## config.mk

```make
export PLATFORM = sky130hd
export DESIGN_NAME = comma_aligner
export DESIGN_NICKNAME = d
export VERILOG_FILES = /design/src/rtl/comma_aligner.sv
export SDC_FILE = /design/constraint.sdc
export NUM_CORES = 1
export LEC_CHECK = 0
export BUFFER_PORTS_ARGS = -buffer_cell sky130_fd_sc_hd__buf_2
export CORE_MARGIN = 2
export CORE_UTILIZATION = 55
export DETAILED_ROUTE_END_ITERATION = 8
export PLACE_DENSITY = 0.75
export RECOVER_POWER = 100
export SLEW_MARGIN = 10
export SYNTH_ARGS = -nofsm -noshare
export SYNTH_HDL_FRONTEND = slang
export SYNTH_SLANG_ARGS = --single-unit
```

## constraint.sdc

```tcl
create_clock -name clk -period 2.2 [get_ports clk]
set_clock_uncertainty 0.05 [all_clocks]
set_input_delay 0 -clock clk [delete_from_list [all_inputs] [get_ports clk]]
set_output_delay 0 -clock clk [all_outputs]
set_load 0.02 [all_outputs]
```

## src/rtl/comma_aligner.sv

```systemverilog
module comma_aligner #(
  parameter int GRP_W = 5,
  parameter int MATCH_W = 7,
  parameter logic [MATCH_W-1:0] COMMA_BITS = 7'b1111100,
  parameter int LOCK_HITS = 2
) (
  input  logic             clk,
  input  logic             rst_n,
  input  logic             ser_bit,
  output logic [GRP_W-1:0] grp_data,
  output logic             grp0_stb,
  output logic             grp1_stb,
  output logic             locked
);
  localparam int CHAR_W = 2 * GRP_W;
  localparam int POS_W = $clog2(CHAR_W);
  localparam int HIT_W = $clog2(LOCK_HITS + 1);
  localparam logic [POS_W-1:0] POS_LAST = POS_W'(CHAR_W - 1);
  localparam logic [POS_W-1:0] POS_MID = POS_W'(GRP_W - 1);
  localparam logic [HIT_W-1:0] HIT_MAX = HIT_W'(LOCK_HITS);

  logic [CHAR_W-1:0] win, win_nx;
  logic [POS_W-1:0]  pos;
  logic [HIT_W-1:0]  hits, hits_nx;
  logic [GRP_W-1:0]  upper;
  logic              upper_due;
  logic              hit, at_end, realign;

  assign win_nx  = {ser_bit, win[CHAR_W-1:1]};
  assign hit     = win_nx[MATCH_W-1:0] == COMMA_BITS;
  assign at_end  = pos == POS_LAST;
  assign realign = hit && !at_end;

  always_comb begin
    hits_nx = hits;
    if (realign) hits_nx = HIT_W'(1);
    else if (hit && hits != HIT_MAX) hits_nx = hits + 1'b1;
  end

  always_ff @(posedge clk) begin
    if (!rst_n) begin
      win       <= '0;
      pos       <= '0;
      hits      <= '0;
      locked    <= 1'b0;
      upper     <= '0;
      upper_due <= 1'b0;
      grp_data  <= '0;
      grp0_stb  <= 1'b0;
      grp1_stb  <= 1'b0;
    end else begin
      win      <= win_nx;
      pos      <= (at_end || realign) ? '0 : pos + 1'b1;
      hits     <= hits_nx;
      locked   <= hits_nx == HIT_MAX;
      grp0_stb <= at_end;
      grp1_stb <= 1'b0;
      if (at_end) begin
        grp_data  <= win_nx[GRP_W-1:0];
        upper     <= win_nx[CHAR_W-1:GRP_W];
        upper_due <= 1'b1;
      end else if (upper_due && pos == POS_MID) begin
        grp_data  <= upper;
        grp1_stb  <= 1'b1;
        upper_due <= 1'b0;
      end
    end
  end
endmodule


```

==> impl_metrics.json, run 1 <==
{
  "run_status": "completed",
  "setup_violations": 0,
  "first_pass_iters": 4,
  "htree_levels": 2,
  "cts_root_buf": "clkbuf_4",
  "holdWs_ns": 0.0277,
  "tns_ns": 0,
  "routedWlPerCell_um": 11.5,
  "cp_top_family": "simple AND/OR/NAND/NOR gates",
  "rrSetupSlack_ns": 0.45,
  "initial_core_util": 0.577,
  "finalCritPeriodShare": 0.796,
  "antennaDiodeCount": 0,
  "grtUsageTotal": 0.177,
  "path_cells": "ha_1 > nand3b_4 > or4_1 > o211a_1",
  "clk_latency_ns": 0.32,
  "drc": 0,
  "pre_cts_ws_ns": 0.482,
  "crit_slowest_cell": "or4_1",
  "grt_overflow": 0,
  "timing.rr.start": "pos[0]",
  "path_buf_inv": 0,
  "die_y_um": 49.1,
  "r2r_cells": 4,
  "peakVddDrop_v": 0.000451,
  "syn_to_final_growth_pct": 10.3,
  "placed_cell_area_um2": 1180,
  "yosys_warnings": 0,
  "via_count": 784,
  "synth-seq-cells": 29,
  "worst_slew_pin_slew_ns": 0.437,
  "worst_slew_margin_rel": 0.707,
  "syn_nets": 118,
  "start_kind": "register",
  "ios": 11,
  "finalMaxSlewViolations": 0,
  "finalHoldViolations": 0,
  "row_count": 16,
  "ys_types": 28,
  "synth_seq_area_share": 0.518,
  "post-route-min-period_ns": 1.75,
  "portBuffers": 10,
  "die_w_um": 49.1,
  "cts_tree": "done",
  "drt_iter0_drc": 8,
  "avgSynthCellArea_um2": 10.1,
  "cts_sinks": 29,
  "drv_cap": 0,
  "wl_um": 1730,
  "syn_inst": 111,
  "cp_slowest_stage_delay_ns": 0.60,
  "whs_endpoint": "grp1_stb",
  "grt_first_pass_wirelength_um": 3040,
  "dpl.cell_count": 143,
  "critPathCaptureType": "register",
  "cts_made_buffers": 5,
  "crit_fanout": 18,
  "fmax_mhz": 571,
  "final_common_cell": "dfxtp_1",
  "finalNonFillerCells": 151,
  "crit_type": "register to register",
  "die_area_um2": 2410,
  "gp_congestion": 0.692,
  "vias_per_cell": 5.19,
  "postRouteAntennaNets": 0,
  "synth_area_um2": 1120,
  "layout_common_cells": "29 x dfxtp_1, 12 x nand2_1, 10 x clkbuf_1",
  "coreArea_um2": 1940,
  "grt_setup_unrepaired": "no",
  "worst_ep_required_time_ns": 2.37,
  "grt_pass1_vias": 693,
  "cts.path.max_buffers": 2,
  "hp-start": "rst_n",
  "finalInstanceArea_um2": 1230,
  "antenna_found_initial": 0,
  "grt_max_degree": 29,
  "critPathArrivalTime_ns": 1.92,
  "p_leak_nw": 0.534,
  "drive_above_1_share": 0.0887,
  "powerDensity_nw_per_um2": 716,
  "path_clk_slew_ns": 0.08,
  "whs_path_depth": 3,
  "setup_slack_ns": 0.449,
  "hp-class": "input port to register",
  "hpwl_um": 1220,
  "reg2reg_to": "hits[0]",
  "fin_nets": 131
}
-- synthesized netlist by cell type --
master      n  area (µm²)
a211oi_2    1        12.5
a21boi_0    5        37.5
a21oi_1     6        30.0
and2_1     10        62.6
and3b_1     1        8.76
clkbuf_1    5        18.8
dfxtp_1    29         581
ha_1        4        50.1
inv_1       4        15.0
mux2i_1     5        50.1
nand2_1    12        45.0
nand2b_1    2        12.5
nand3_1     3        15.0
nand3b_1    1        7.51
nand3b_4    1        20.0
nand4b_1    1        8.76
nand4b_2    1        15.0
nor2_1      6        22.5
nor2b_1     1        6.26
o211a_1     1        10.0
o211ai_1    1        7.51
o21ai_0     5        25.0
o22ai_2     1        12.5
o2bb2ai_1   1        8.76
o41ai_1     1        8.76
or4_4       1        11.3
xnor2_1     1        8.76
xor2_1      1        8.76
-- flip-flops by register name, summed over array words and instances, names as in the netlist --
name,cells
grp_data,5
upper,5
win,9
pos,4
upper_due,1
hits,2
grp1_stb,1
locked,1
grp0_stb,1
-- how the worst max path moves through the flow --
stage	from	end	depth (start not counted)
after floorplan	pos[0]	hits[0]	4
after global placement	pos[0]	hits[0]	4
after detailed placement	pos[0]	hits[0]	4
after CTS	pos[0]	hits[0]	4
after global routing	pos[0]	hits[0]	4
final	pos[0]	hits[0]	4
-- per-layer routing --
metal,track usage,part of all wire,up-vias
li1,-,-,400
met1,0.203,0.48,362
met2,0.252,0.44,14
met3,0.0767,0.049,8
met4,0.143,0.036,0
met5,0,0,-
-- per-stage QoR --
stage / power (mW) / utilization
2_1_floorplan: 0.575 / -
3_3_place_gp: 0.581 / 0.610
3_5_place_dp: 0.583 / 0.610
4_1_cts: 0.896 / 0.644
5_1_grt: 0.928 / 0.636
6_report: 0.884 / 0.636
-- worst reg2reg max path, stage by stage (launching register included) --
cell and delay [ns]:
dfxtp_1 0.41, ha_1 0.24, nand3b_4 0.20, or4_1 0.60
o211a_1 0.15
-- power by group --
part	total, mW	internal (mW)	switching [mW]
logic	0.0316	0.0140	0.0176
clock network	0.314	0.150	0.163
registers	0.539	0.532	0.00703
-- cell families (layout without fill, tap and decap cells) --
logic type      Yosys count  in the layout  share of synthesized area
flops                    29             29                      0.518
fa+ha+maj                 4              4                     0.0447
buf+inv                   9             22                     0.0302
simple gates             40             40                      0.210
xor+xnor                  2              2                     0.0156
mux                       5              5                     0.0447
compound gates           22             22                      0.136
-- what timing repair did --
action / in CTS / in global routing
hold buffers: 1 / 0
resized for setup: 0 / 0
setup buffers: 0 / 0
hold endpoints to repair: 2 / 0
-- layout make-up --
| class | count | area [µm²] |
|---|---|---|
| multi-input cells | 73 | 502 |
| well taps | 27 | 33.8 |
| fillers | 179 | 707 |
| repair buffers | 11 | 48.8 |
| flip-flops and latches | 29 | 581 |
| clock buffers | 7 | 55.1 |
| inverters | 4 | 15.0 |
(Power assumes the default switching activity.)
==> run 2, diff against run 1 <==
- clock period: 2.2 -> 1.7 ns (I/O delays scaled with it)
==> run 2 against run 1 <==
Net effect: via count shrank 1.4%; sequential cell count is the same; register-to-register slack lost 0.34 ns; clock power grew 28%; non-clock buffer count grew 2; die area is the same; utilization grew 0.19 points; sequential share of layout area shrank 0.14 points; count of clock-buffer cells in the layout shrank 2; highest routed layer unchanged.
==> impl_metrics.json, run 2 (same netlist as run 1, synthesis figures left out) <==
{
  "tns_ns": 0,
  "grt_max_degree": 29,
  "setup_slack_ns": 0.112,
  "fmax_mhz": 630,
  "postCtsResizedCells": 0,
  "path_cells": "ha_1 > nand3b_2 > or4_1 > o211a_1",
  "crit_fanout": 5,
  "finalMaxSlewViolations": 0,
  "drv_cap": 0,
  "clk_latency_ns": 0.33,
  "layout_common_cells": "29 x dfxtp_1, 12 x nand2_1, 9 x clkbuf_1",
  "grt_pass1_vias": 726,
  "drt_iter0_drc": 10,
  "placed_cell_area_um2": 1200,
  "cp_slowest_stage_delay_ns": 0.58,
  "die_w_um": 49.1,
  "rrSetupSlack_ns": 0.11,
  "coreArea_um2": 1940,
  "cp_top_family": "simple AND/OR/NAND/NOR gates",
  "antennaDiodeCount": 0,
  "finalInstanceArea_um2": 1240,
  "initial_core_util": 0.577,
  "largest_reg_flops": 9,
  "post-route-min-period_ns": 1.59,
  "timing.rr.start": "pos[0]",
  "hp-class": "input port to register",
  "cts_tree": "done",
  "r2r_cells": 4,
  "ios": 11,
  "critPathArrivalTime_ns": 1.76,
  "drive_above_1_share": 0.118,
  "finalNonFillerCells": 154,
  "worst_slew_pin_slew_ns": 0.463,
  "die_area_um2": 2410,
  "crit_slowest_cell": "or4_1",
  "hp-start": "rst_n",
  "path_buf_inv": 0,
  "grt_first_pass_wirelength_um": 3210,
  "path_clk_slew_ns": 0.09,
  "multi_input_area_um2": 493,
  "reg2reg_to": "hits[0]",
  "final_common_cell": "dfxtp_1",
  "powerDensity_nw_per_um2": 920,
  "run_status": "completed",
  "first_pass_iters": 4,
  "finalHoldViolations": 0,
  "portBuffers": 10,
  "hold_buffers": 1,
  "finalCritPeriodShare": 0.934,
  "die_y_um": 49.1,
  "postCtsSetupRepairBufs": 0,
  "cts_root_buf": "clkbuf_4",
  "via_count": 773,
  "p_leak_nw": 0.516,
  "routedWlPerCell_um": 12.5,
  "syn_to_final_growth_pct": 10.6,
  "antenna_found_initial": 0,
  "gp_congestion": 0.697,
  "critPathCaptureType": "register",
  "peakVddDrop_v": 0.000747,
  "crit_type": "register to register",
  "hpwl_um": 1330,
  "fill_cells": 169,
  "wl_um": 1930,
  "htree_levels": 2,
  "start_kind": "register",
  "whs_path_depth": 3,
  "final_util": 0.638,
  "postRouteAntennaNets": 0,
  "cts_made_buffers": 5,
  "fin_nets": 133,
  "grtUsageTotal": 0.184,
  "largest-register": "win",
  "dpl.cell_count": 145,
  "vias_per_cell": 5.02,
  "reg_top3": "win (9), grp_data (5), upper (5)",
  "worst_ep_required_time_ns": 1.87,
  "setup_violations": 0,
  "worst_slew_margin_rel": 0.689,
  "row_count": 16,
  "grt_overflow": 0,
  "drc": 0,
  "regArea_um2": 581,
  "cts.path.max_buffers": 2,
  "cts_sinks": 29,
  "pre_cts_ws_ns": 0.139,
  "whs_endpoint": "grp1_stb",
  "grt_setup_unrepaired": "no"
}
[run 2: cell types whose count changed in the layout (fill, tap and decap cells not counted)]
cell / change
clkinv_2: +2
nand3b_2: +1
and2_0: -1
clkbuf_2: +1
clkinvlp_4: +1
and2_1: +1
clkbuf_1: -1
clkbuf_8: -1
nand3b_4: -1
buf_4: +1
[run 2: how the worst max path moves through the flow]
stage	from	endpoint	depth (start not counted)
after floorplan	pos[0]	hits[0]	4
after global placement	pos[0]	hits[0]	4
after detailed placement	pos[0]	hits[0]	4
after CTS	pos[1]	hits[0]	5
after global routing	pos[1]	hits[0]	5
final	pos[0]	hits[0]	4
[run 2: tightest hold or removal path, cell delays in order]
cell     delay (ns)
buf_2          0.23
nand2_1        0.10
nor2_1         0.04
[run 2: report_power, final]
part	internal [mW]	switching, mW	total (mW)
Combinational	0.0179	0.0228	0.0407
Clock	0.156	0.245	0.401
Sequential	0.689	0.00905	0.698
[run 2: cell type report]
| type | count | share of cell area |
|---|---|---|
| multi-input combinational | 73 | 0.398 |
| timing repair buffer | 13 | 0.0495 |
| clock inverter | 3 | 0.0141 |
| sequential | 29 | 0.469 |
| clock buffer | 5 | 0.0303 |
| inverter | 4 | 0.0121 |
| tap | 27 | 0.0273 |
[run 2: per-layer routing]
| metal | track usage | wire [µm] | up-vias |
|---|---|---|---|
| met5 | 0 | 0 | - |
| met4 | 0.100 | 21 | 0 |
| met3 | 0.0552 | 64 | 3 |
| met2 | 0.297 | 921 | 10 |
| met1 | 0.217 | 916 | 357 |
| li1 | - | - | 403 |
[run 2: per-stage QoR]
step | hold slack (ns) | power, mW
floorplan | 0.0717 | 0.744
global placement | 0.174 | 0.751
detailed placement | 0.172 | 0.755
CTS | 0.0299 | 1.15
global route | 0.0754 | 1.19
finish | 0.0369 | 1.14
